===== config.mk =====
export PLATFORM = sky130hd
export DESIGN_NAME = dual_reg_xcvr
export DESIGN_NICKNAME = d
export VERILOG_FILES = /design/src/rtl/dual_reg_xcvr_pkg.sv /design/src/rtl/dual_reg_xcvr_ctrl.sv /design/src/rtl/dual_reg_xcvr_dp.sv /design/src/rtl/dual_reg_xcvr.sv
export SDC_FILE = /design/constraint.sdc
export NUM_CORES = 1
export LEC_CHECK = 0
export BUFFER_PORTS_ARGS = -buffer_cell sky130_fd_sc_hd__buf_2
export CORE_UTILIZATION = 40
export CTS_CLUSTER_SIZE = 30
export DETAILED_ROUTE_END_ITERATION = 6
export SLEW_MARGIN = 20
export SYNTH_ARGS = -nofsm -noshare
export SYNTH_HDL_FRONTEND = slang
export SYNTH_SLANG_ARGS = --single-unit

===== constraint.sdc =====
create_clock -name clk -period 3.1 [get_ports clk]
set_clock_uncertainty 0.15 [all_clocks]
set_input_delay 0.155 -clock clk [delete_from_list [all_inputs] [get_ports clk]]
set_output_delay 0.155 -clock clk [all_outputs]
set_load 0.01 [all_outputs]

===== src/rtl/dual_reg_xcvr_pkg.sv =====
package dual_reg_xcvr_pkg;

  // Decoded per-group strobes passed from control to datapath.
  typedef struct packed {
    logic driveA;     // block drives the A bus
    logic driveB;     // block drives the B bus
    logic storedToA;  // A side takes the B register
    logic storedToB;  // B side takes the A register
    logic loopHold;   // both directions live: resolve through hold register
    logic capA;       // load A register this edge
    logic capB;       // load B register this edge
  } xcvrStrobe_t;

endpackage


===== src/rtl/dual_reg_xcvr_ctrl.sv =====
module dual_reg_xcvr_ctrl
  import dual_reg_xcvr_pkg::*;
(
  input  logic        abCaptureI,
  input  logic        baCaptureI,
  input  logic        abSelStoredI,
  input  logic        baSelStoredI,
  input  logic        abEnableI,
  input  logic        baEnableNI,
  output xcvrStrobe_t strobeO
);

  logic driveA;
  logic driveB;

  always_comb begin
    driveA = ~baEnableNI;
    driveB = abEnableI;
    strobeO.driveA    = driveA;
    strobeO.driveB    = driveB;
    strobeO.storedToA = baSelStoredI;
    strobeO.storedToB = abSelStoredI;
    strobeO.loopHold  = driveA & driveB & ~baSelStoredI & ~abSelStoredI;
    strobeO.capA      = abCaptureI;
    strobeO.capB      = baCaptureI;
  end

endmodule


===== src/rtl/dual_reg_xcvr_dp.sv =====
module dual_reg_xcvr_dp
  import dual_reg_xcvr_pkg::*;
#(
  parameter int LANE_W = 8
) (
  input  logic              clk,
  input  logic              rst,
  input  xcvrStrobe_t       strobeI,
  input  logic [LANE_W-1:0] aInI,
  input  logic [LANE_W-1:0] bInI,
  output logic [LANE_W-1:0] aOutO,
  output logic              aOutEnO,
  output logic [LANE_W-1:0] bOutO,
  output logic              bOutEnO
);

  logic [LANE_W-1:0] regA;
  logic [LANE_W-1:0] regB;
  logic [LANE_W-1:0] holdQ;
  logic [LANE_W-1:0] aPre;
  logic [LANE_W-1:0] bPre;
  logic [LANE_W-1:0] aEff;
  logic [LANE_W-1:0] bEff;

  // Stored paths resolve first; a live path then copies the opposite
  // side. Outside the loop case at most one side is live, so no cycle.
  always_comb begin
    aPre = (strobeI.driveA && strobeI.storedToA) ? regB : aInI;
    bPre = (strobeI.driveB && strobeI.storedToB) ? regA : bInI;
    if (strobeI.loopHold) begin
      aEff = holdQ;
      bEff = holdQ;
    end else begin
      bEff = (strobeI.driveB && !strobeI.storedToB) ? aPre : bPre;
      aEff = (strobeI.driveA && !strobeI.storedToA) ? bPre : aPre;
    end
  end

  assign aOutO   = aEff;
  assign bOutO   = bEff;
  assign aOutEnO = strobeI.driveA;
  assign bOutEnO = strobeI.driveB;

  always_ff @(posedge clk) begin
    if (rst) begin
      regA  <= '0;
      regB  <= '0;
      holdQ <= '0;
    end else begin
      if (strobeI.capA) regA <= aEff;
      if (strobeI.capB) regB <= bEff;
      if (!strobeI.loopHold) begin
        if (strobeI.driveB)      holdQ <= bEff;
        else if (strobeI.driveA) holdQ <= aEff;
      end
    end
  end

endmodule


===== src/rtl/dual_reg_xcvr.sv =====
module dual_reg_xcvr
  import dual_reg_xcvr_pkg::*;
#(
  parameter int LANE_W     = 8,
  parameter int NUM_GROUPS = 2
) (
  input  logic                         clk,
  input  logic                         rst,
  input  logic [NUM_GROUPS-1:0]        abCapture,
  input  logic [NUM_GROUPS-1:0]        baCapture,
  input  logic [NUM_GROUPS-1:0]        abSelStored,
  input  logic [NUM_GROUPS-1:0]        baSelStored,
  input  logic [NUM_GROUPS-1:0]        abEnable,
  input  logic [NUM_GROUPS-1:0]        baEnableN,
  input  logic [NUM_GROUPS*LANE_W-1:0] aIn,
  input  logic [NUM_GROUPS*LANE_W-1:0] bIn,
  output logic [NUM_GROUPS*LANE_W-1:0] aOut,
  output logic [NUM_GROUPS-1:0]        aOutEn,
  output logic [NUM_GROUPS*LANE_W-1:0] bOut,
  output logic [NUM_GROUPS-1:0]        bOutEn
);

  localparam int BUS_W = NUM_GROUPS * LANE_W;

  for (genvar g = 0; g < NUM_GROUPS; g++) begin : g_grp
    xcvrStrobe_t strobe;

    dual_reg_xcvr_ctrl u_ctrl (
      .abCaptureI   (abCapture[g]),
      .baCaptureI   (baCapture[g]),
      .abSelStoredI (abSelStored[g]),
      .baSelStoredI (baSelStored[g]),
      .abEnableI    (abEnable[g]),
      .baEnableNI   (baEnableN[g]),
      .strobeO      (strobe)
    );

    dual_reg_xcvr_dp #(.LANE_W(LANE_W)) u_dp (
      .clk     (clk),
      .rst     (rst),
      .strobeI (strobe),
      .aInI    (aIn[g*LANE_W +: LANE_W]),
      .bInI    (bIn[g*LANE_W +: LANE_W]),
      .aOutO   (aOut[g*LANE_W +: LANE_W]),
      .aOutEnO (aOutEn[g]),
      .bOutO   (bOut[g*LANE_W +: LANE_W]),
      .bOutEnO (bOutEn[g])
    );
  end

  if (BUS_W != NUM_GROUPS * LANE_W) begin : g_bad_width
    $error("bus width mismatch");
  end

endmodule


# After elaboration in Yosys (flattened, before gate mapping)
# Index checks and enable logic that the tools add are counted.
# totals
ff_bits	48
input_bits	46
wordCells	52
# op_classes
n_eq_ne	2
n_mux	16
bitwise	14
n_reduce_logical	14
# ops
op	count
8-bit 2-to-1 mux	16
1-bit logical AND	8
1-bit inverter	8
1-bit bitwise AND	6
1-bit logical NOT	4
2-bit != test (second input constant)	2
2-bit AND reduction	2

# Longest topological paths before layout
# logic_depth
word_depth	7
ltp_mapped	6
depth_no_buf	4

# Modules after synthesis
# Synthesis repeated with hierarchy kept, for this count alone.
# unflattened
cells_unflattened	536
area_unflattened_um2	4822.1
# modules_own_cells
module	instances	cells_each	area_per_inst_um2
dual_reg_xcvr_dp	2	260	2347.3
dual_reg_xcvr_ctrl	2	8	63.8

# Least setup slack after synthesis
# OpenSTA, ideal clock, no wires.
# synth_path
kind	input to register
startpoint	in abEnable[0]
endpoint	reg g_grp[0].u_dp.holdQ[1]
setup_ns	0.122
arrival_ns	1.223
required_time_ns	2.828
slack_ns	1.605
stages	6
n_path_buf	2
path_cell_list	buf_6 -> buf_4 -> nand3_1 -> o21ai_0 -> a221o_1 -> a221o_1
# synth_between
elab_cells_between_ends	15
classes_between	eq/ne: 1; mux: 7; bitwise: 4; reduce/logical: 3
# synth_lines
item	line	text
start: declaration	dual_reg_xcvr.sv:13	input logic [NUM_GROUPS-1:0] abEnable,
1-bit bitwise AND or 1-bit logical AND (tied branches)	dual_reg_xcvr_ctrl.sv:23, dual_reg_xcvr_dp.sv:29	
1-bit bitwise AND or 8-bit 2-to-1 mux (tied branches)	dual_reg_xcvr_ctrl.sv:23, dual_reg_xcvr_dp.sv:29	
1-bit bitwise AND or 8-bit 2-to-1 mux (tied branches)	dual_reg_xcvr_ctrl.sv:23, dual_reg_xcvr_dp.sv:34	
8-bit 2-to-1 mux (*)	dual_reg_xcvr_dp.sv:30	if (strobeI.loopHold) begin
via bOut[1]	dual_reg_xcvr.sv:19	output logic [NUM_GROUPS*LANE_W-1:0] bOut,
8-bit 2-to-1 mux (*)	dual_reg_xcvr_dp.sv:53	if (strobeI.driveB) holdQ <= bEff;
end signal: assignment	dual_reg_xcvr_dp.sv:48	holdQ <= '0;
end signal: assignment	dual_reg_xcvr_dp.sv:53	
end signal: assignment	dual_reg_xcvr_dp.sv:54	else if (strobeI.driveA) holdQ <= aEff;
end: declaration	dual_reg_xcvr_dp.sv:19	logic [LANE_W-1:0] holdQ;
# The timed path passes the listed nets; every way through them passes the cells marked *. The select of a mux whose other input is x is not followed.
# A chain may end at the register's enable or synchronous reset.

# Final worst setup path
# layout_path
startpoint	in abEnable[0]
endpoint	out bOut[6]
# layout_between
elab_chain_cells	4
elab_cells_between_ends	8
classes_between	mux: 3; bitwise: 3; reduce/logical: 2
# layout_lines
item	line
1-bit bitwise AND or 1-bit logical AND (tied branches)	dual_reg_xcvr_ctrl.sv:23, dual_reg_xcvr_dp.sv:29
1-bit bitwise AND or 8-bit 2-to-1 mux (tied branches)	dual_reg_xcvr_ctrl.sv:23, dual_reg_xcvr_dp.sv:29
1-bit bitwise AND or 8-bit 2-to-1 mux (tied branches)	dual_reg_xcvr_ctrl.sv:23, dual_reg_xcvr_dp.sv:34
8-bit 2-to-1 mux (*)	dual_reg_xcvr_dp.sv:30
end: declaration	dual_reg_xcvr.sv:19
# Every way passes the cells marked *; elsewhere a longest branch is shown, timed or not.

==> flow_summary.json <==
{
  "fin_ws_ps": 1176,
  "wl_um": 8472,
  "crit_type": "primary input to output port",
  "synth_area_um2": 2882,
  "setup_viol": 0,
  "synth_edf_count": 0,
  "avgRoutedWirePerCell_um": 16.23,
  "via_count": 2887,
  "clock_path_buffers": 2,
  "dp_hpwl_um": 5814,
  "synth-xor-area-share": 0,
  "drc_errors": 0,
  "timing.fmax_ghz": 0.5198,
  "status": "completed",
  "postSynthCellCount": 365,
  "yosysWarnings": 0,
  "period_share": 0.6206,
  "crit_required_ps": 2790,
  "maxCapViolations": 0,
  "finish.instance_area_um2": 3313,
  "via_per_inst": 5.531,
  "ant_nets": 0,
  "critPathArrivalTime_ps": 1620,
  "antenna_cells": 0,
  "synth.distinct_cells": 31,
  "drt_first_iter_violations": 193,
  "synthArstFlopShare": 0,
  "grtUsageMet3": 0.03033,
  "cts_buffers": 5,
  "leakage_nw": 1.448,
  "synth_compound_area_frac": 0.3343,
  "synthMuxAreaShare": 0,
  "crit_chain": "buf_2 -> nor4b_4 -> buf_4 -> a221o_1 -> buf_2",
  "fp.dieW_um": 86.88,
  "crit_path_end_kind": "output port",
  "setup_tns_ps": 0,
  "cts_setup_buffers": 0,
  "worstHoldPathType": "primary input to register",
  "cp-start-kind": "primary input",
  "grt_max_degree": 27,
  "gp_congestion": 0.8167,
  "cts_hold_buf": 0,
  "initial_core_util": 0.4195,
  "ys.flop_type": "dfxtp_1",
  "synthSimpleGateAreaFrac": 0.2458,
  "cts_tree": "yes",
  "grtUsageMet2": 0.3694,
  "die-area_um2": 7547,
  "area.growth.synth_to_final_pct": 14.98,
  "grt_use_met1": 0.3335,
  "worst_pin_slew_ps": 632.5,
  "grtUsageTotal": 0.2316,
  "root_buffer": "clkbuf_8",
  "syn_area_per_cell_um2": 7.895,
  "port_buffers": 81,
  "nets": 472,
  "slowest_stage": "nor4b_4",
  "yosys.area_share.adder": 0,
  "cts_max_level": 2,
  "placed_area_um2": 3236,
  "drt_first_pass_iters": 4,
  "busiest_layer": "met2",
  "synth_nets": 411,
  "yosysTopAreaCellShare": 0.3335,
  "overflow": 0,
  "clock_latency_ps": 300,
  "ctsResizeCount": 0,
  "drive_above_1_share": 0.2418,
  "ir_worst_vdd_mv": 0.2082,
  "hold_viol_final": 0,
  "crit_path_frequent_cell": "buf_2",
  "grt_pass1_wl_um": 13450,
  "rsz0062_at_grt": "false",
  "ys_seq_elements": 48,
  "io_pins": 82,
  "maxSlewViolCount": 0,
  "fin_crit_ps": 1924,
  "path_max_fanout": 20,
  "critPathMaxStageDelay_ps": 510,
  "rows": 30,
  "pre_cts_ws_ps": 1200,
  "power_density_nw_per_um2": 424.1,
  "synth_top_family_by_area": "compound AO/OA/AOI/OAI gates",
  "clock-sinks": 48,
  "cts.clk_slew.worst_paths_ps": 100,
  "relSlewSlack": 0.5761,
  "synth_top_cell_by_area": "dfxtp_1",
  "rrSetupSlack_ps": 1640,
  "core_area_um2": 6869,
  "die_y_um": 86.88,
  "grt_pass1_vias": 2663,
  "antenna_found_initial": 0,
  "seq_area_frac_synth": 0.3335,
  "synthTopCellsByArea": "dfxtp_1 (33%), a221o_1 (11%), nor2_1 (8.6%)"
}
## final timing paths
path,from,end,cells past startpoint
max,abEnable[0],bOut[6],5
min,bIn[9],g_grp[1].u_dp.holdQ[1],4
max reg2reg,g_grp[0].u_dp.regB[4],g_grp[0].u_dp.holdQ[4],4
min reg2reg,g_grp[1].u_dp.holdQ[0],g_grp[1].u_dp.holdQ[0],1
## power by group
part / total [mW] / switching [mW] / internal (mW)
Sequential: 0.688 / 0.0247 / 0.663
Combinational: 0.353 / 0.210 / 0.143
Clock: 0.364 / 0.210 / 0.154
Total: 1.40 / 0.444 / 0.961
## routing by layer
| metal | share of wire | up-vias | routed length, µm |
|---|---|---|---|
| li1 | - | 1432 | - |
| met1 | 0.49 | 1346 | 4125 |
| met2 | 0.44 | 104 | 3749 |
| met3 | 0.063 | 5 | 535 |
| met4 | 0.0073 | 0 | 62 |
| met5 | 0 | - | 0 |
## cell usage after synthesis, types with 3 or more instances
cell type	instances
a21oi_1	25
inv_1	14
buf_1	6
a221o_1	32
o211ai_1	16
o21ai_0	15
o21a_1	32
nand3_1	8
buf_2	5
dfxtp_1	48
a31oi_2	3
nand2b_1	17
buf_6	6
buf_4	7
clkbuf_1	5
and3_1	8
a31oi_1	5
nand2_1	24
nor2_1	66
and2_1	8
## sequential cells by signal (all words and copies together) (netlist names)
| register | cells |
|---|---|
| g_grp.u_dp.regB | 16 |
| g_grp.u_dp.regA | 16 |
| g_grp.u_dp.holdQ | 16 |
## logic make-up after synthesis
family                 after synthesis
DFF                                 48
buffers and inverters               45
and+or+nand+nor                    142
AOI/OAI and AO/OA                  130
## area by class of cell
cell class | count | area [µm²]
Fill cell | 737 | 3556
Clock inverter | 1 | 5.005
Inverter | 16 | 62.56
Tap cell | 96 | 120.1
Timing Repair Buffer | 83 | 420.4
Clock buffer | 6 | 72.57
Sequential cell | 48 | 960.9
Multi-Input combinational cell | 272 | 1672
## worst max-delay path: cells and delay by family
kind	cells	cell delay [ps]
AO/OA/AOI/OAI	1	230
buffers and inverters	3	720
AND/OR/NAND/NOR	1	510
## stage by stage
stage	hold slack [ps]	utilization	power, mW	cells
3_5_place_dp	322.9	0.4710	1.054	515
3_3_place_gp	318.7	0.4710	1.050	515
2_1_floorplan	251.8	-	0.9404	365
4_1_cts	96.54	0.4823	1.413	522
5_1_grt	127.1	0.4823	1.482	522
6_report	104.8	0.4823	1.405	522
## cell usage in the layout, fill, tap and decap left out, types with 5 or more instances in the layout
master | Yosys | routed
nand3_1 | 8 | 8
o21ai_0 | 15 | 15
clkbuf_8 | 0 | 5
o211ai_1 | 16 | 16
buf_2 | 5 | 81
nor2_1 | 66 | 66
a21oi_1 | 25 | 25
nand2b_1 | 17 | 17
inv_1 | 14 | 14
a221o_1 | 32 | 32
and2_1 | 8 | 8
nand2_1 | 24 | 24
a31oi_1 | 5 | 5
o21a_1 | 32 | 32
and3_1 | 8 | 8
dfxtp_1 | 48 | 48
No activity file was read; power rests on OpenSTA's default activity.
